===== src/rtl/wiper_step_ctrl.sv =====
module wiper_step_ctrl #(
  parameter int NUM_CH = 4,
  localparam int SEL_W = (NUM_CH > 1) ? $clog2(NUM_CH) : 1
) (
  input  logic              clk,
  input  logic              rst_n,
  input  logic              scl_s,
  input  logic              sda_s,
  input  logic              arm,
  input  logic [SEL_W-1:0]  ch_sel,
  input  logic              start_det,
  input  logic              stop_det,
  output logic [NUM_CH-1:0] step_up,
  output logic [NUM_CH-1:0] step_dn,
  output logic              phase_on,
  output logic              hand_back
);

  logic             scl_q;
  logic             pend;
  logic             pend_up;
  logic [SEL_W-1:0] ch_q;

  wire rise = scl_s & ~scl_q;
  wire fall = ~scl_s & scl_q;
  wire [NUM_CH-1:0] ch_bit = NUM_CH'(1) << ch_q;

  always_ff @(posedge clk) begin
    if (!rst_n) begin
      scl_q     <= 1'b1;
      phase_on  <= 1'b0;
      pend      <= 1'b0;
      pend_up   <= 1'b0;
      ch_q      <= '0;
      step_up   <= '0;
      step_dn   <= '0;
      hand_back <= 1'b0;
    end else begin
      scl_q     <= scl_s;
      step_up   <= '0;
      step_dn   <= '0;
      hand_back <= 1'b0;
      if (start_det || stop_det) begin
        phase_on  <= 1'b0;
        pend      <= 1'b0;
        hand_back <= start_det & phase_on;
      end else if (arm) begin
        phase_on <= 1'b1;
        ch_q     <= ch_sel;
        pend     <= 1'b0;
      end else if (phase_on) begin
        if (rise) begin
          pend    <= 1'b1;
          pend_up <= sda_s;
        end else if (fall && pend) begin
          pend <= 1'b0;
          if (pend_up) step_up <= ch_bit;
          else         step_dn <= ch_bit;
        end
      end
    end
  end

endmodule


===== config.mk =====
export PLATFORM = sky130hd
export DESIGN_NAME = wiper_step_ctrl
export DESIGN_NICKNAME = d
export VERILOG_FILES = /design/src/rtl/wiper_step_ctrl.sv
export SDC_FILE = /design/constraint.sdc
export NUM_CORES = 1
export LEC_CHECK = 0
export BUFFER_PORTS_ARGS = -buffer_cell sky130_fd_sc_hd__clkbuf_2
export CORE_AREA = 4 4 41 43
export CTS_BUF_LIST = sky130_fd_sc_hd__clkbuf_8
export DETAILED_ROUTE_END_ITERATION = 8
export DIE_AREA = 0 0 45 47
export PLACE_DENSITY = 0.78
export SYNTH_ARGS = -nofsm -noshare
export SYNTH_HDL_FRONTEND = slang
export SYNTH_SLANG_ARGS = --single-unit

===== constraint.sdc =====
create_clock -name clk -period 1.2 [get_ports clk]
set_input_delay 0.24 -clock clk [delete_from_list [all_inputs] [get_ports clk]]
set_output_delay 0.24 -clock clk [all_outputs]
set_load 0.01 [all_outputs]

## Word-level counts from Yosys, hierarchy flattened

Index checks and enable logic that the tools add are counted.
Widths: inputs -> output; s select.

- Word-level logic and storage cells: 33
- Bits in registers: 15
- Output and inout bits: 10
- Bits of input ports: 9

- Shift operators: 1
- Bitwise logic cells: 11
- Muxes and demuxes: 2
- Reduce and logical (&&, ||, !) cells: 11

Operators by type and width:

| operator | number |
|---|---|
| $reduce_or 7->1 | 2 |
| $not 1->1 | 8 |
| $reduce_and 2->1 | 3 |
| $reduce_and 4->1 | 1 |
| $shl 1x2->4 const A | 1 |
| $and 1x1->1 | 3 |
| $reduce_or 3->1 | 1 |
| $mux 1 | 2 |
| $reduce_bool 2->1 | 1 |
| $reduce_or 2->1 | 1 |
| $logic_and 1x1->1 | 1 |
| $logic_or 1x1->1 | 1 |

## Depth between registers and ports, before layout

- Word-level depth: 5
- Depth in mapped cells: 3
- Mapped depth without buffers: 3

## Worst setup path after synthesis

Ideal clock, no wire load.

- Path kind: register to register
- Start point: reg phase_on
- End point: reg pend_up
- Stages on the path, launching flop included: 4
- Setup slack: 0.249 ns
- Arrival time: 0.832 ns
- Library setup time: 0.119 ns
- Path buffers: 0
- Clock period less this slack: 0.951 ns
- Path through: dfxtp_1 -> nor2b_1 -> nand4b_1 -> mux2i_1

- Longest elaborated chain between the ends: 1

RTL lines:

| element | line | RTL |
|---|---|---|
| start, declared | 15 | `output logic phase_on,` |
| start signal, assigned | 31 | `phase_on <= 1'b0;` |
| start signal, assigned | 44 | `phase_on <= 1'b0;` |
| start signal, assigned | 48 | `phase_on <= 1'b1;` |
| $reduce_and 4->1 (no source line) | -- |  |
| end signal, assigned | 54 | `pend_up <= sda_s;` |
| end, declared | 21 | `logic pend_up;` |

Every way passes these cells.
A chain may end at the register's enable or synchronous reset.

## Worst setup path in the final report

- Start point: reg phase_on
- End point: out phase_on

No word-level cell between the ends.

==> flow_metrics.env <==
export IMPL_post_drt_via_cell_ratio=4.86
export IMPL_final_area_um2=696
export IMPL_initial_core_util_pct=41.0
export IMPL_critPathTopFamily="flip-flops"
export IMPL_global_route_usage_total_pct=11.9
export IMPL_outcome="completed"
export IMPL_post_synth_instance_area_um2=533
export IMPL_cts_hold_buf=0
export IMPL_ys_seq_elements=15
export IMPL_die_height_um=47
export IMPL_post_synthesis_mean_instance_area_um2=10.9
export IMPL_routabilityCongestion=0.770
export IMPL_cts_resized_gates=0
export IMPL_fin_crit_sh_pct=90.6
export IMPL_hold_path_class="input pin to flip-flop"
export IMPL_io_buffer_count=18
export IMPL_grt_overflow=0
export IMPL_rows=13
export IMPL_wl_per_cell_um=11.1
export IMPL_clock_tree_from_tritoncts="done"
export IMPL_yosysSeqAreaShare_pct=56.3
export IMPL_route_final_wire_length_um=970
export IMPL_die_x_um=45
export IMPL_drt_iter0_drc=1
export IMPL_antenna_violating_nets_post_route=0
export IMPL_clock_tree_root_buffer_cell="sky130_fd_sc_hd__clkbuf_8"
export IMPL_cts_max_level=1
export IMPL_worst_ir_drop_vdd_mv=0.763
export IMPL_placedCellCount=83
export IMPL_cts_path_max_buffers=2
export IMPL_worst_slack_ps=113
export IMPL_clock_sink_count=15
export IMPL_slew_limit_headroom_pct=81.0
export IMPL_dp_hpwl_um=791
export IMPL_postLayoutCoreUtil_pct=53.5
export IMPL_max_cap_viol_count=0
export IMPL_timing_worst_setup_path_type="flip-flop to output port"
export IMPL_skew_ps=3.59
export IMPL_cp_required_ps=960
export IMPL_synth_fp_nets=58
export IMPL_drc=0
export IMPL_final_cell_mix="sky130_fd_sc_hd__clkbuf_2 (18), sky130_fd_sc_hd__dfxtp_1 (15), sky130_fd_sc_hd__nand2_1 (5)"
export IMPL_cp_cell_sequence="clkbuf_2"
export IMPL_rsz0062_at_grt="no"
export IMPL_end_point_of_the_most_critical_hold_path="pend_up$_SDFFE_PN0P_"
export IMPL_grt_max_degree=10
export IMPL_detailroute_via_count=423
export IMPL_ioPinCount=19
export IMPL_finalCriticalPeriod_ps=1090
export IMPL_layout_nets=82
export IMPL_ys_warn_count=0
export IMPL_max_stage_delay_ps=430
export IMPL_timing_rr_start="phase_on$_SDFFE_PP0P_"
export IMPL_cts_setup_buffers=0
export IMPL_worstMarginPinSlew_ps=284
export IMPL_final_cells=87
export IMPL_regToRegEndpoint="step_up[1]$_SDFF_PP0_"
export IMPL_pre_cts_ws_ps=-0.952
export IMPL_r2r_cells=2
export IMPL_total_cts_buffers=3
export IMPL_antenna_violations_before_repair=0
export IMPL_critPathLaunchType="flip-flop"
export IMPL_insertion_delay_ps=240
export IMPL_layout_area_overhead_vs_synth_pct=30.5
export IMPL_n_antenna_cell=0
export IMPL_drtPass1Iterations=3
export IMPL_dpl_cell_area_um2=649
export IMPL_clk_transition_reported_paths_ps=60
export IMPL_leakagePower_nw=0.304
export IMPL_path_buf_inv=1
export IMPL_hp_start="sda_s"
export IMPL_cellPowerDensity_nw_per_um2=1370
export IMPL_grt_pass1_vias=429
export IMPL_setup_violations=0
export IMPL_drive_gt1_share_pct=36.1
export IMPL_fp_dieArea_um2=2120
export IMPL_timing_final_hold_violations=0
export IMPL_timing_critical_path_fanout_max=7
export IMPL_worst_endpoint_arrival_ps=850
export IMPL_core_area_um2=1300
export IMPL_layout_commonest_cell="sky130_fd_sc_hd__clkbuf_2"
export IMPL_timing_max_transition_violations_final=0
export IMPL_hold_depth=3
export IMPL_fmax_mhz=920
export IMPL_post_synth_inst_count=49
export IMPL_slowest_stage="sky130_fd_sc_hd__dfxtp_1"
export IMPL_grt_first_pass_wirelength_um=1760
export IMPL_yosys_cell_types_count=19
export IMPL_setup_reg_to_reg_worst_slack_ps=190
export IMPL_endpoint_kind="output port"
sequential cells by signal (all words and copies together), names as in the netlist:
signal / flops
step_up: 4
scl_q: 1
hand_back: 1
pend_up: 1
step_dn: 4
ch_q: 2
phase_on: 1
pend: 1
tightest hold or removal path: stages:
cell                       delay [ps]
sky130_fd_sc_hd__clkbuf_2          90
sky130_fd_sc_hd__nand2_1           50
sky130_fd_sc_hd__mux2i_1           60
synth_stat cells:
| cell | count | area share [%] |
|---|---|---|
| sky130_fd_sc_hd__o211a_1 | 1 | 1.9 |
| sky130_fd_sc_hd__nand2_1 | 5 | 3.5 |
| sky130_fd_sc_hd__and4b_1 | 1 | 1.9 |
| sky130_fd_sc_hd__nand4b_1 | 2 | 3.3 |
| sky130_fd_sc_hd__and3_1 | 1 | 1.2 |
| sky130_fd_sc_hd__nand3_1 | 1 | 0.94 |
| sky130_fd_sc_hd__nand2b_2 | 1 | 1.6 |
| sky130_fd_sc_hd__dfxtp_1 | 15 | 56 |
| sky130_fd_sc_hd__nor3b_2 | 1 | 2.3 |
| sky130_fd_sc_hd__nor4_1 | 4 | 4.7 |
| sky130_fd_sc_hd__o21ai_0 | 1 | 0.94 |
| sky130_fd_sc_hd__nor3_1 | 2 | 1.9 |
| sky130_fd_sc_hd__nor4b_4 | 1 | 4.5 |
| sky130_fd_sc_hd__inv_1 | 1 | 0.70 |
| sky130_fd_sc_hd__nor2_1 | 4 | 2.8 |
| sky130_fd_sc_hd__or2b_1 | 1 | 1.4 |
| sky130_fd_sc_hd__mux2i_1 | 3 | 5.6 |
| sky130_fd_sc_hd__a21oi_1 | 1 | 0.94 |
| sky130_fd_sc_hd__nor2b_1 | 3 | 3.5 |
how the worst max path moves through the flow:
stage | slack (ps) | startpoint | depth (start not counted) | endpoint
2_1_floorplan | 250 | phase_on$_SDFFE_PP0P_ | 3 | pend_up$_SDFFE_PN0P_
3_3_place_gp | 60 | arm | 4 | step_dn[0]$_SDFF_PP0_
3_5_place_dp | -1 | arm | 4 | step_up[1]$_SDFF_PP0_
4_1_cts | 120 | phase_on$_SDFFE_PP0P_ | 1 | phase_on
5_1_grt | 60 | phase_on$_SDFFE_PP0P_ | 2 | step_up[1]$_SDFF_PP0_
6_report | 110 | phase_on$_SDFFE_PP0P_ | 1 | phase_on
cell type report:
cell class | instances | area (µm²)
sequential | 15 | 300
timing repair buffer | 19 | 97.6
tap | 15 | 18.8
inverter | 1 | 3.75
fill | 131 | 606
clock inverter | 1 | 5.00
multi-input combinational | 33 | 229
clock buffer | 3 | 41.3
power by group:
group	switching (mW)	internal, mW	total, mW
clock	0.165	0.229	0.394
sequential	0.00612	0.504	0.510
combinational	0.0233	0.0260	0.0492
per-stage QoR:
stage,hold WS (ps),TNS (ps),total power [mW]
2_1_floorplan,336,0,0.539
3_3_place_gp,478,0,0.568
3_5_place_dp,488,-0.952,0.570
4_1_cts,229,0,0.965
5_1_grt,251,0,0.998
6_report,233,0,0.953
cell families (layout without fill, tap and decap cells):
family	Yosys count	in the layout	synth area share [%]
AOI/OAI and AO/OA	3	3	3.75
buffers and inverters	1	24	0.704
DFF	15	15	56.3
muxes	3	3	5.63
and+or+nand+nor	27	27	33.6
routing by layer:
metal  global-route usage [%]  vias up  share of wire, %
li1                         -      221                 -
met1                     14.2      180                44
met2                     17.8       17                45
met3                     3.83        5               8.1
met4                     8.77        0               3.0
met5                        0        -                 0
Note: power is estimated with default switching activity, not from simulation.
